**config.mk**
```make
export PLATFORM = sky130hd
export DESIGN_NAME = dual_tone_synth
export DESIGN_NICKNAME = d
export VERILOG_FILES = /design/src/rtl/dts_pkg.sv /design/src/rtl/tone_tick_div.sv /design/src/rtl/tone_phase_acc.sv /design/src/rtl/tone_sine_rom.sv /design/src/rtl/tone_mix.sv /design/src/rtl/dual_tone_synth.sv
export SDC_FILE = /design/constraint.sdc
export NUM_CORES = 1
export LEC_CHECK = 0
export ABC_AREA = 1
export BUFFER_PORTS_ARGS = -buffer_cell sky130_fd_sc_hd__buf_4
export CAP_MARGIN = 15
export CORE_ASPECT_RATIO = 0.5
export CORE_UTILIZATION = 41
export CTS_CLUSTER_DIAMETER = 200
export DETAILED_ROUTE_END_ITERATION = 16
export PLACE_DENSITY = 0.58
export SYNTH_ARGS = -nofsm -noshare
export SYNTH_HDL_FRONTEND = slang
export SYNTH_SLANG_ARGS = --single-unit
```
**constraint.sdc**
```tcl
create_clock -name clk -period 6 [get_ports clk]
set_input_delay 0.3 -clock clk [delete_from_list [all_inputs] [get_ports clk]]
set_output_delay 0.3 -clock clk [all_outputs]
set_load 0.05 [all_outputs]
```
**src/rtl/dts_pkg.sv**
```systemverilog
package dts_pkg;

   // Magnitude of a half-sine sample at position k of a half period of
   // length half, scaled to amp, using a rational sine approximation.
   function automatic int unsigned sine_mag(int unsigned k, int unsigned half,
                                            int unsigned amp);
      longint unsigned u;
      longint unsigned num;
      longint unsigned den;
      u   = longint'(k) * longint'(half - k);
      num = longint'(amp) * 16 * u;
      den = 5 * longint'(half) * longint'(half) - 4 * u;
      return int'(num / den);
   endfunction

endpackage

```
**src/rtl/tone_tick_div.sv**
```systemverilog
module tone_tick_div #(
   parameter int unsigned CLK_DIV = 200
) (
   input  logic clk,
   input  logic rst,
   output logic tick_o
);
   localparam int unsigned CW = (CLK_DIV > 2) ? $clog2(CLK_DIV) : 1;
   localparam logic [CW-1:0] LAST = CW'(CLK_DIV - 1);

   logic [CW-1:0] cnt_q;

   if (CLK_DIV < 2) begin : g_bad_div
      $error("tone_tick_div: CLK_DIV must be at least 2");
   end

   assign tick_o = (cnt_q == LAST);

   always_ff @(posedge clk) begin
      if (rst)         cnt_q <= '0;
      else if (tick_o) cnt_q <= '0;
      else             cnt_q <= cnt_q + 1'b1;
   end

   // two strobes are never adjacent
   p_tick_gap_r1: assert property (@(posedge clk) disable iff (rst)
      tick_o |=> !tick_o);

endmodule

```
**src/rtl/tone_phase_acc.sv**
```systemverilog
module tone_phase_acc #(
   parameter int unsigned ACC_W = 16
) (
   input  logic             clk,
   input  logic             rst,
   input  logic             step_i,
   input  logic [ACC_W-1:0] inc_i,
   output logic [ACC_W-1:0] phase_nxt_o
);
   logic [ACC_W-1:0] phase_q;

   if (ACC_W < 2) begin : g_bad_acc
      $error("tone_phase_acc: ACC_W too small");
   end

   assign phase_nxt_o = phase_q + inc_i;

   always_ff @(posedge clk) begin
      if (rst)         phase_q <= '0;
      else if (step_i) phase_q <= phase_nxt_o;
   end

   // phase frozen without a step
   p_phase_hold_r7: assert property (@(posedge clk) disable iff (rst)
      !step_i |=> $stable(phase_q));

endmodule

```
**src/rtl/tone_sine_rom.sv**
```systemverilog
module tone_sine_rom
   import dts_pkg::*;
#(
   parameter int unsigned IDX_W   = 8,
   parameter int unsigned SMP_W   = 8,
   parameter int unsigned NPORT   = 2,
   parameter bit          QUARTER = 1'b1
) (
   input  logic [NPORT*IDX_W-1:0] idx_i,
   output logic [NPORT*SMP_W-1:0] val_o
);
   localparam int unsigned N   = 1 << IDX_W;
   localparam int unsigned P   = N / 2;
   localparam int unsigned Q   = N / 4;
   localparam int unsigned MID = 1 << (SMP_W - 1);
   localparam int unsigned AMP = MID - 1;
   localparam int unsigned QW  = $clog2(Q + 1);

   if (IDX_W < 3 || IDX_W > 12) begin : g_bad_idx
      $error("tone_sine_rom: IDX_W out of range");
   end
   if (SMP_W < 2) begin : g_bad_smp
      $error("tone_sine_rom: SMP_W too small");
   end

   if (QUARTER) begin : g_quarter
      logic [SMP_W-1:0] mag_tab [Q+1];
      for (genvar g = 0; g <= Q; g++) begin : g_fill
         assign mag_tab[g] = SMP_W'(sine_mag(g, P, AMP));
      end
      for (genvar p = 0; p < NPORT; p++) begin : g_port
         logic [IDX_W-1:0] idx;
         logic             neg;
         logic [IDX_W-1:0] kw;
         logic [IDX_W-1:0] kf;
         logic [SMP_W-1:0] mag;
         assign idx = idx_i[p*IDX_W +: IDX_W];
         assign neg = idx[IDX_W-1];
         assign kw  = {1'b0, idx[IDX_W-2:0]};
         assign kf  = (kw > IDX_W'(Q)) ? (IDX_W'(P) - kw) : kw;
         assign mag = mag_tab[QW'(kf)];
         assign val_o[p*SMP_W +: SMP_W] = neg ? (SMP_W'(MID) - mag)
                                              : (SMP_W'(MID) + mag);
      end
   end else begin : g_full
      logic [SMP_W-1:0] full_tab [N];
      for (genvar g = 0; g < N; g++) begin : g_fill
         if (g < P) begin : g_pos
            assign full_tab[g] = SMP_W'(MID + sine_mag(g, P, AMP));
         end else begin : g_neg
            assign full_tab[g] = SMP_W'(MID - sine_mag(g - P, P, AMP));
         end
      end
      for (genvar p = 0; p < NPORT; p++) begin : g_port
         assign val_o[p*SMP_W +: SMP_W] = full_tab[idx_i[p*IDX_W +: IDX_W]];
      end
   end

endmodule

```
**src/rtl/tone_mix.sv**
```systemverilog
module tone_mix #(
   parameter int unsigned SMP_W = 8,
   parameter int unsigned INC_W = 16
) (
   input  logic [INC_W-1:0] inc_a_i,
   input  logic [INC_W-1:0] inc_b_i,
   input  logic [SMP_W-1:0] val_a_i,
   input  logic [SMP_W-1:0] val_b_i,
   output logic [SMP_W-1:0] mix_o
);
   logic [SMP_W:0] sum;

   assign sum   = {1'b0, val_a_i} + {1'b0, val_b_i};
   assign mix_o = (inc_a_i == inc_b_i) ? val_a_i : sum[SMP_W:1];

   // the mean lies between both reads (no lost carry)
   always_comb begin
      p_no_overflow_r5: assert ((inc_a_i == inc_b_i) ||
         ((mix_o >= val_a_i || mix_o >= val_b_i) &&
          (mix_o <= val_a_i || mix_o <= val_b_i)));
   end

endmodule

```
**src/rtl/dual_tone_synth.sv**
```systemverilog
module dual_tone_synth #(
   parameter int unsigned CLK_DIV = 200,
   parameter int unsigned ACC_W   = 16,
   parameter int unsigned IDX_W   = 8,
   parameter int unsigned SMP_W   = 8,
   parameter bit          QUARTER = 1'b1
) (
   input  logic             clk,
   input  logic             rst,
   input  logic             en_i,
   input  logic [ACC_W-1:0] inc_a_i,
   input  logic [ACC_W-1:0] inc_b_i,
   output logic [SMP_W-1:0] sample_o,
   output logic             valid_o
);
   localparam int unsigned NT = 2;

   if (ACC_W < IDX_W) begin : g_bad_widths
      $error("dual_tone_synth: ACC_W must cover IDX_W");
   end

   logic                   tick;
   logic                   strobe;
   logic [ACC_W-1:0]       inc_w   [NT];
   logic [ACC_W-1:0]       phase_n [NT];
   logic [NT*IDX_W-1:0]    idx_bus;
   logic [NT*SMP_W-1:0]    val_bus;
   logic [SMP_W-1:0]       mix;

   assign inc_w[0] = inc_a_i;
   assign inc_w[1] = inc_b_i;
   assign strobe   = tick & en_i;

   tone_tick_div #(.CLK_DIV(CLK_DIV)) u_div (
      .clk(clk), .rst(rst), .tick_o(tick));

   for (genvar t = 0; t < NT; t++) begin : g_tone
      tone_phase_acc #(.ACC_W(ACC_W)) u_acc (
         .clk(clk), .rst(rst), .step_i(strobe),
         .inc_i(inc_w[t]), .phase_nxt_o(phase_n[t]));
      assign idx_bus[t*IDX_W +: IDX_W] = phase_n[t][ACC_W-1 -: IDX_W];
   end

   tone_sine_rom #(.IDX_W(IDX_W), .SMP_W(SMP_W), .NPORT(NT),
                   .QUARTER(QUARTER)) u_rom (
      .idx_i(idx_bus), .val_o(val_bus));

   tone_mix #(.SMP_W(SMP_W), .INC_W(ACC_W)) u_mix (
      .inc_a_i(inc_a_i), .inc_b_i(inc_b_i),
      .val_a_i(val_bus[0 +: SMP_W]), .val_b_i(val_bus[SMP_W +: SMP_W]),
      .mix_o(mix));

   always_ff @(posedge clk) begin
      if (rst) begin
         sample_o <= '0;
         valid_o  <= 1'b0;
      end else begin
         valid_o <= strobe;
         if (strobe) sample_o <= mix;
      end
   end

   // no valid pulse follows a disabled cycle
   p_gated_valid_r7: assert property (@(posedge clk) disable iff (rst)
      !en_i |=> !valid_o);
   // sample moves only together with valid
   p_sample_hold_r6: assert property (@(posedge clk) disable iff (rst)
      (!valid_o && !$past(rst)) |-> $stable(sample_o));
   // reset leaves a zero sample and no pulse
   p_reset_clear_r8: assert property (@(posedge clk)
      $past(rst) |-> (sample_o == '0 && !valid_o));

endmodule

```
==> impl_metrics.ini, run 1 <==
[critical_path]
cpPeakStageDelay_ps = 400
cpMostUsedCell = nand2_1
cp_data_required_time_ps = 6230
cp.arrival_ps = 5710
slowest_stage = fa_1
startpoint_type = register
rrSetupSlack_ps = 530
end_kind = register
path_max_fanout = 6
crit_type = reg -> reg

[floorplan]
die_area_sq_mm = 0.0164
rows = 32
start_util_pct = 42.0
die_h_um = 91
core_sq_mm = 0.0155
io_pins = 44
die_w_um = 180

[clocking]
cts.clk_slew.worst_paths_ps = 70
clk_latency_ps = 290
cts-root-buf = clkbuf_16
h-tree-depth = 2
cts_num_sinks = 49
cts-hold-fix-buffers = 0
cts_tree = yes
ctsLongestPathBuffers = 2
cts_buffers = 5

[detailed_routing]
via_count = 6733
antenna_left = 0
drt-initial-drc-count = 444
drc = 0
wl_per_cell_um = 13.6
vias_per_cell = 5.12
first_pass_iters = 5
wl_um = 17900

[placed_design]
io_buffers = 43
place_hpwl_um = 14300
gp_congestion = 0.945
dpl.cell_count = 1308

[synth]
synth_enable_flop_cells = 0
synthArstFlopShare_pct = 0
yosysWarningCount = 0
ys.flop_type = dfxtp_1
syn-instance-count = 1075
synth_area_sq_mm = 0.00649
seq_area_frac_synth_pct = 15.1
synthTopCellsByArea = nand2_1 (18%), dfxtp_1 (15%), ha_1 (11%), inv_1 (9.1%), nand3_1 (9.0%)
ys_types = 43
synth_nets = 1169
synth_seq_cells = 49
synth.largest_area_cell = nand2_1
syn_area_per_cell_sq_um = 6.04
synth_top_area_share_pct = 17.9

[power_and_ir_drop]
p_per_area_mw_per_mm2 = 168
peakVddDrop_mv = 0.115
power.static_leakage_uw = 0.00389
finalPower_uw = 1210

[grt]
grt_usage_pct = 22.1
grt_max_degree = 67
grt_pass1_vias = 6055
antenna_found_initial = 0
grt_first_pass_wirelength_um = 29900
grt_overflow = 0

[sta]
fin_crit_sh_pct = 91.2
fmax_ghz = 0.183
tightest_slew_ps = 1080
fin_crit_ps = 5470
rsz0062_at_grt = no
clock_skew_ps = 4.47
setup_tns_ps = 0
finalMaxSlewViolations = 0
setup_viol = 0
hold_viol = 0
maxSlewHeadroom_pct = 27.3
hold_ws_ps = 278

[finish]
layout.nets = 1205
areaGrowthSynthToFinish_pct = 10.8
diodes = 0
final_cells = 1316
drive_above_1_share_pct = 14.2

[min_path]
min_path_type = in -> reg

[flow_run]
drv_cap = 0

[outcome]
status = completed
[path summary, 6_finish.rpt]
check / from / end / depth (start not counted)
max: g_tone[0].u_acc.phase_q[0] / sample_o[7] / 40
min: rst / sample_o[7] / 2
max reg2reg: g_tone[0].u_acc.phase_q[0] / sample_o[7] / 40
min reg2reg: u_div.cnt_q[0] / u_div.cnt_q[0] / 1
[power breakdown]
group	switching, uW	internal [uW]
combinational	343	198
clock	132	208
sequential	1.16	327
[timing repair]
item,4_1_cts,5_1_grt
setup endpoints to repair,0,5
resized for setup,0,15
setup buffers,0,0
[cell families after synthesis]
logic type / synth area share, %
compound gates: 13.0
xor+xnor: 5.53
fa+ha+maj: 11.7
buf+inv: 12.5
flops: 15.1
simple gates: 42.2
[cell usage in the layout (no fill, tap or decap), types with 2 or more instances in the layout]
cell type,Yosys,layout
a211oi_1,2,2
a21oi_1,52,50
a21oi_2,8,10
a31oi_1,3,3
and2_1,2,2
buf_4,4,50
clkbuf_16,0,5
dfxtp_1,49,49
fa_1,3,2
ha_1,56,50
ha_2,0,4
ha_4,0,2
inv_1,158,157
inv_2,12,13
nand2_1,310,310
nand2_2,32,32
nand2_4,12,12
nand3_1,117,117
nand3_2,9,9
nand3b_1,4,4
nand4_1,20,20
nor2_1,65,64
nor2_2,6,7
nor2_4,4,4
nor3_1,4,4
o211ai_1,21,21
o21a_1,8,8
o21ai_0,38,37
o21ai_1,8,8
o21bai_1,2,2
xnor2_1,23,22
xor2_1,18,18
[area by class of cell]
class                   count  area (sq um)
clock buffers               6           139
clock inverters             2          37.5
fillers                  1637          8260
inverters                 171           642
multi-input cells         834          4770
flip-flops and latches     49           981
well taps                 204           255
repair buffers             50           375
[metrics by stage]
stage                     setup slack, ps  instance area (sq um)  util, %
after floorplan                       564                   6490        -
after global placement                303                   6960     45.0
after detailed placement              231                   6960     45.0
after CTS                             282                   7130     46.2
after global routing                 6.86                   7200     46.6
final                                 528                   7200     46.6
[cell usage after synthesis, types with 2 or more instances]
cell	count
nand2_4	12
o31ai_1	2
a31oi_1	3
nor2_2	6
inv_2	12
dfxtp_1	49
buf_2	2
nand3b_1	4
o211ai_1	21
nand3_1	117
a21oi_2	8
o21ai_0	38
o21ai_1	8
nand3_2	9
ha_1	56
nand2_2	32
fa_1	3
xnor2_1	23
nor3_1	4
a21oi_1	52
and2_1	2
o21bai_1	2
buf_4	4
nor2_1	65
nor2_4	4
nand4_1	20
o21a_1	8
inv_1	158
nand2_1	310
clkbuf_1	4
xor2_1	18
a211oi_1	2
buf_1	4
buf_6	4
[critical path, delay by kind of cell, from the launching register on]
family / cells / cell delay [ps]
adder cells (fa/ha/maj): 5 / 1520
flip-flops: 1 / 340
XOR/XNOR: 1 / 170
AND/OR/NAND/NOR: 24 / 2220
AO/OA/AOI/OAI: 4 / 570
buffers and inverters: 6 / 540
[state kept, by name (all words and copies together) (netlist names)]
register              flops
u_div.cnt_q               8
sample_o                  8
g_tone.u_acc.phase_q     32
valid_o                   1
[routing by layer]
layer	part of all wire, %	GRT usage [%]
met3	5.7	3.65
met4	0.34	1.87
met2	41	34.3
met1	53	32.9
met5	0	0
No activity file was read; power rests on OpenSTA's default activity.
==> inputs of run 2 (changes only) <==
--- a/config.mk
+++ b/config.mk
@@ -5,7 +5,6 @@
 export SDC_FILE = /design/constraint.sdc
 export NUM_CORES = 1
 export LEC_CHECK = 0
-export ABC_AREA = 1
 export BUFFER_PORTS_ARGS = -buffer_cell sky130_fd_sc_hd__buf_4
 export CAP_MARGIN = 15
 export CORE_ASPECT_RATIO = 0.5
==> run 2 against run 1 <==
  * Combinational power grew 70%
  * Worst hold slack gained 110 ps
  * Die area is 1.1% lower
  * Sequential power hardly changed
  * Flip-flop and latch count stayed put
  * Critical path type unchanged
  * Fmax is 8.0% lower
  * Global-route usage increased by 2.4 points
  * Synthesized area down 1.1%
  * Largest cell class unchanged
  * Final area up 16%
  * Clock-buffer cell count did not move
  * Largest power group unchanged
  * Non-clock buffer count rose by 129
==> impl_metrics.ini, run 2 <==
[outcome]
status = completed

[sta]
clock_skew_ps = 8.37
fin_crit_sh_pct = 99.2
setup_tns_ps = 0
tightest_slew_ps = 856
setup_viol = 0
fin_crit_ps = 5950
hold_viol = 0
maxSlewHeadroom_pct = 42.6
fmax_ghz = 0.168
rsz0062_at_grt = yes
finalMaxSlewViolations = 0

[power_and_ir_drop]
power.static_leakage_uw = 0.00354
p_int_uw = 943
p_comb_share_pct = 59.7
p_per_area_mw_per_mm2 = 185
peakVddDrop_mv = 0.144
pwr-share-clk_pct = 19.1
seq_power_share_pct = 21.2
power.switching_uw = 601
swShare_pct = 38.9

[finish]
reg_top3 = g_tone.u_acc.phase_q x32, sample_o x8, u_div.cnt_q x8
layout_common_cells = buf_4 (173), nand2_1 (109), nor2_1 (81), a21oi_1 (73), ha_1 (50)
layout.nets = 1100
register_area_sq_um = 982
multiInputGateArea_sq_mm = 0.00547
layout_commonest_cell = buf_4
final_cells = 1205
diodes = 0
areaGrowthSynthToFinish_pct = 29.7
drive_above_1_share_pct = 28.3
nFillCells = 1405
largest_reg_flops = 32
regMostFlops = g_tone.u_acc.phase_q

[critical_path]
endpoint = sample_o[4]
cpPeakStageDelay_ps = 470
crit_family = compound AO/OA/AOI/OAI gates
startpoint_type = register
cp.depth = 26
r2r-start = g_tone[0].u_acc.phase_q[0]
rr_endpoint = sample_o[4]
end_kind = register
crit_start = g_tone[0].u_acc.phase_q[0]
crit_type = reg -> reg
path_max_fanout = 6
cp.arrival_ps = 6160
cp_num_buf_inv = 3
cp_data_required_time_ps = 6210
rr_worst_depth = 26
rrSetupSlack_ps = 50
slowest_stage = mux4_2

[floorplan]
io_pins = 44
core_sq_mm = 0.0149
die_w_um = 179
rows = 31
die_area_sq_mm = 0.0162
die_h_um = 90.5
start_util_pct = 43.2

[synth]
synth_area_sq_mm = 0.00642
synth_top_area_share_pct = 15.3
syn-instance-count = 863
ys_types = 100
seq_area_frac_synth_pct = 15.3
synthArstFlopShare_pct = 0
synth.largest_area_cell = dfxtp_1
synth_nets = 957
synth_most_common_cell = nand2_1
synthTopCellsByArea = dfxtp_1 (15%), ha_1 (11%), nand2_1 (6.4%), a21oi_1 (6.4%), nor2_1 (4.7%)
synth_seq_cells = 49
synthTopCellsByCount = nand2_1 (110), a21oi_1 (82), nor2_1 (81)
synth_enable_flop_cells = 0
ys.flop_type = dfxtp_1
yosysWarningCount = 0
syn_area_per_cell_sq_um = 7.44

[grt]
grt_usage_pct = 24.5
antenna_found_initial = 0
grt_max_degree = 46
grt_pass1_vias = 6349
grt_overflow = 0
grt_first_pass_wirelength_um = 32300

[clocking]
cts-root-buf = clkbuf_16
cts.clk_slew.worst_paths_ps = 70
h-tree-depth = 2
clk_latency_ps = 300
ctsLongestPathBuffers = 2
cts_num_sinks = 49
cts_buffers = 5
cts_tree = yes

[placed_design]
place_hpwl_um = 15300
gp_congestion = 0.930
io_buffers = 43
dpl.cell_count = 1178

[detailed_routing]
antenna_left = 0
first_pass_iters = 7
wl_um = 20500
drt-initial-drc-count = 774
drc = 0
wl_per_cell_um = 17.0
via_count = 7007
vias_per_cell = 5.81

[min_path]
min_path_type = in -> reg

[flow_run]
drv_cap = 0
## run 2: changes by cell type in the layout (fill, tap and decap cells not counted), sizes merged, moves of 15 or more
| cell | previous run | this run |
|---|---|---|
| nand4 | 21 | 6 |
| nand2 | 355 | 110 |
| nor3 | 4 | 22 |
| buf | 50 | 179 |
| a21oi | 60 | 88 |
| inv | 170 | 25 |
| nand3 | 126 | 30 |
## run 2: kinds of logic after synthesis
logic type | share of synthesized area, %
compound gates | 31.9
xor+xnor | 9.86
fa+ha+maj | 11.8
buf+inv | 4.36
flops | 15.3
mux | 3.18
simple gates | 23.5
## run 2: layout make-up
| class | instances | share of cell area (%) |
|---|---|---|
| clock buffers | 6 | 1.55 |
| clock inverters | 2 | 0.165 |
| inverters | 25 | 1.13 |
| multi-input cells | 746 | 65.7 |
| flip-flops and latches | 49 | 11.8 |
| well taps | 198 | 2.97 |
| repair buffers | 179 | 16.7 |
## run 2: timing repair
action / CTS / global route
setup endpoints to repair: 4 / 6
pin swaps: 2 / 42
cloned: 0 / 0
hold buffers: 0 / 0
setup buffers: 8 / 11
resized for setup: 4 / 61
## run 2: routing by layer
| layer | vias up | track usage, % | part of all wire [%] |
|---|---|---|---|
| li1 | 3505 | - | - |
| met1 | 3300 | 36.3 | 51 |
| met2 | 174 | 38.2 | 44 |
| met3 | 28 | 2.02 | 3.5 |
| met4 | 0 | 4.94 | 1.3 |
| met5 | - | 0 | 0 |
## run 2: worst reg2reg max path, delay by kind of cell, from the launching register on
kind | cells | cell delay [ps]
compound gates | 10 | 1920
simple gates | 6 | 1340
flops | 1 | 360
buf+inv | 3 | 210
xor+xnor | 1 | 190
fa+ha+maj | 4 | 1080
mux | 2 | 790
## run 2: how the worst min path moves through the flow
stage / slack [ps] / cells after the start / endpoint / start
global route: 410 / 4 / g_tone[0].u_acc.phase_q[0] / inc_a_i[0]
global placement: 430 / 1 / u_div.cnt_q[0] / u_div.cnt_q[0]
detailed placement: 430 / 1 / u_div.cnt_q[0] / u_div.cnt_q[0]
floorplan: 410 / 1 / u_div.cnt_q[0] / u_div.cnt_q[0]
finish: 390 / 4 / g_tone[0].u_acc.phase_q[0] / inc_a_i[0]
CTS: 390 / 4 / g_tone[0].u_acc.phase_q[0] / inc_a_i[0]
## run 2: stage by stage
step	util (%)	setup slack [ps]	area, sq um	power [uW]	hold slack [ps]
after detailed placement	52.0	-134	7720	1110	433
final	56.1	50.2	8330	1540	388
after CTS	53.5	5.11	7950	1450	394
after global placement	52.0	-54.4	7720	1110	428
after global routing	56.1	-161	8330	1640	407
after floorplan	-	49.8	6430	826	413
## run 2: power by group through the flow
| stage | Clock [uW] | Sequential [uW] | Combinational, uW |
|---|---|---|---|
| 2_1_floorplan | 0 | 335 | 490 |
| 3_3_place_gp | 0 | 336 | 778 |
| 3_5_place_dp | 0 | 336 | 775 |
| 4_1_cts | 304 | 328 | 814 |
| 5_1_grt | 315 | 328 | 994 |
| 6_report | 295 | 328 | 922 |
==> inputs of run 3 (changes only) <==
--- a/config.mk
+++ b/config.mk
@@ -5,13 +5,13 @@
 export SDC_FILE = /design/constraint.sdc
 export NUM_CORES = 1
 export LEC_CHECK = 0
-export BUFFER_PORTS_ARGS = -buffer_cell sky130_fd_sc_hd__buf_4
 export CAP_MARGIN = 15
 export CORE_ASPECT_RATIO = 0.5
 export CORE_UTILIZATION = 41
 export CTS_CLUSTER_DIAMETER = 200
 export DETAILED_ROUTE_END_ITERATION = 16
-export PLACE_DENSITY = 0.58
+export DONT_BUFFER_PORTS = 1
+export PLACE_DENSITY = 0.55
 export SYNTH_ARGS = -nofsm -noshare
 export SYNTH_HDL_FRONTEND = slang
 export SYNTH_SLANG_ARGS = --single-unit
==> run 3 against run 2 <==
  * Via count decreased by 4.2%
  * Highest routed layer unchanged
  * Clock skew about the same
  * Cell count decreased by 7.2%
  * Largest power group unchanged
  * Utilization decreased by 4.1 points
  * Sequential share of layout area increased by 0.93 points
  * Largest cell class unchanged
==> impl_metrics.ini, run 3 (same netlist as run 2, synthesis figures left out) <==
[outcome]
status = completed

[critical_path]
startpoint_type = register
cp.arrival_ps = 6110
cp_num_buf_inv = 2
cpPeakStageDelay_ps = 480
cp_data_required_time_ps = 6210
crit_family = compound AO/OA/AOI/OAI gates
r2r-start = g_tone[0].u_acc.phase_q[0]
crit_start = g_tone[0].u_acc.phase_q[0]
slowest_stage = mux4_2
crit_type = reg -> reg
end_kind = register
path_max_fanout = 6

[sta]
maxSlewHeadroom_pct = 21.2
hold_viol = 0
hold_ws_ps = 72.4
setup_viol = 0
fmax_ghz = 0.170
postLayoutSetupSlackWorst_ps = 105
finalMaxSlewViolations = 0
fin_crit_sh_pct = 98.3
tightest_slew_ps = 1170
clock_skew_ps = 8.06
fin_crit_ps = 5900

[detailed_routing]
wl_met1_um = 9910
wl_um = 19800
via_count = 6713
wl_met3_um = 597
drt-initial-drc-count = 614
wl_per_cell_um = 17.7
dr_wl_met2_um = 8900
vias_per_cell = 6.00
antenna_left = 0
drc = 0
first_pass_iters = 5
top_layer = met4

[floorplan]
io_pins = 44
rows = 31
core_sq_mm = 0.0149
die_w_um = 179
die_h_um = 90.5
start_util_pct = 43.2
die_area_sq_mm = 0.0162

[grt]
grt_usage_pct = 24.1
grt_first_pass_wirelength_um = 31600
antenna_found_initial = 0
grt_overflow = 0
grt_max_degree = 46
grt_pass1_vias = 6140

[placed_design]
gp_congestion = 0.929
dp_slack_ps = -168
place_hpwl_um = 14900
io_buffers = 0
postPlaceCellArea_sq_mm = 0.00710
dpl.cell_count = 1097

[finish]
areaGrowthSynthToFinish_pct = 20.2
layout.nets = 1013
final_cells = 1118
drive_above_1_share_pct = 22.5
layout_common_cells = nand2_1 (109), buf_4 (90), nor2_1 (81), a21oi_1 (73), dfxtp_1 (48)
layout_commonest_cell = nand2_1
reg_top3 = g_tone.u_acc.phase_q x32, sample_o x8, u_div.cnt_q x8
diodes = 0
largest_reg_flops = 32
final_util_pct = 52.0
postLayoutCellArea_sq_mm = 0.00772
regMostFlops = g_tone.u_acc.phase_q

[clocking]
h-tree-depth = 2
cts-root-buf = clkbuf_16
clk_latency_ps = 300
ctsLongestPathBuffers = 2
cts_buffers = 5
cts.clk_slew.worst_paths_ps = 70
cts_num_sinks = 49
cts_tree = yes

[power_and_ir_drop]
peakVddDrop_mv = 0.137
power.static_leakage_uw = 0.00312
p_per_area_mw_per_mm2 = 189

[min_path]
min_path_type = in -> reg
worstHoldStart = rst

[flow_run]
drv_cap = 0
## run 3: final cells by class
type / instances / area (sq um)
multi-input combinational: 746 / 5540
tap: 198 / 248
fill: 1450 / 7130
timing repair buffer: 92 / 707
clock inverter: 3 / 22.5
clock buffer: 5 / 125
inverter: 25 / 93.8
sequential: 49 / 982
## run 3: worst paths after layout
path	to	slack (ps)	depth (start not counted)
setup / recovery	sample_o[4]	100	25
hold / removal	u_div.cnt_q[4]	70	1
setup reg to reg	sample_o[4]	100	25
hold reg to reg	u_div.cnt_q[0]	440	1
## run 3: where the power goes
part           internal [uW]  switching [uW]  total (uW)
Sequential               327            1.32         328
Combinational            402             437         839
Clock                    156             140         296
## run 3: per-layer routing
| metal | track usage, % | vias up |
|---|---|---|
| li1 | - | 3323 |
| met1 | 35.2 | 3202 |
| met2 | 38.1 | 159 |
| met3 | 1.89 | 29 |
| met4 | 5.72 | 0 |
| met5 | 0 | - |
## run 3: per-stage QoR
stage	power [uW]	TNS (ps)
5_1_grt	1550	-301
3_3_place_gp	1030	0
6_report	1460	0
4_1_cts	1340	0
2_1_floorplan	826	0
3_5_place_dp	1030	-333
## run 3: what timing repair did
action | in CTS | in global routing
gates resized for setup | 5 | 74
setup endpoints to repair | 4 | 6
pin swaps | 1 | 46
hold buffers | 0 | 0
setup buffers | 0 | 14
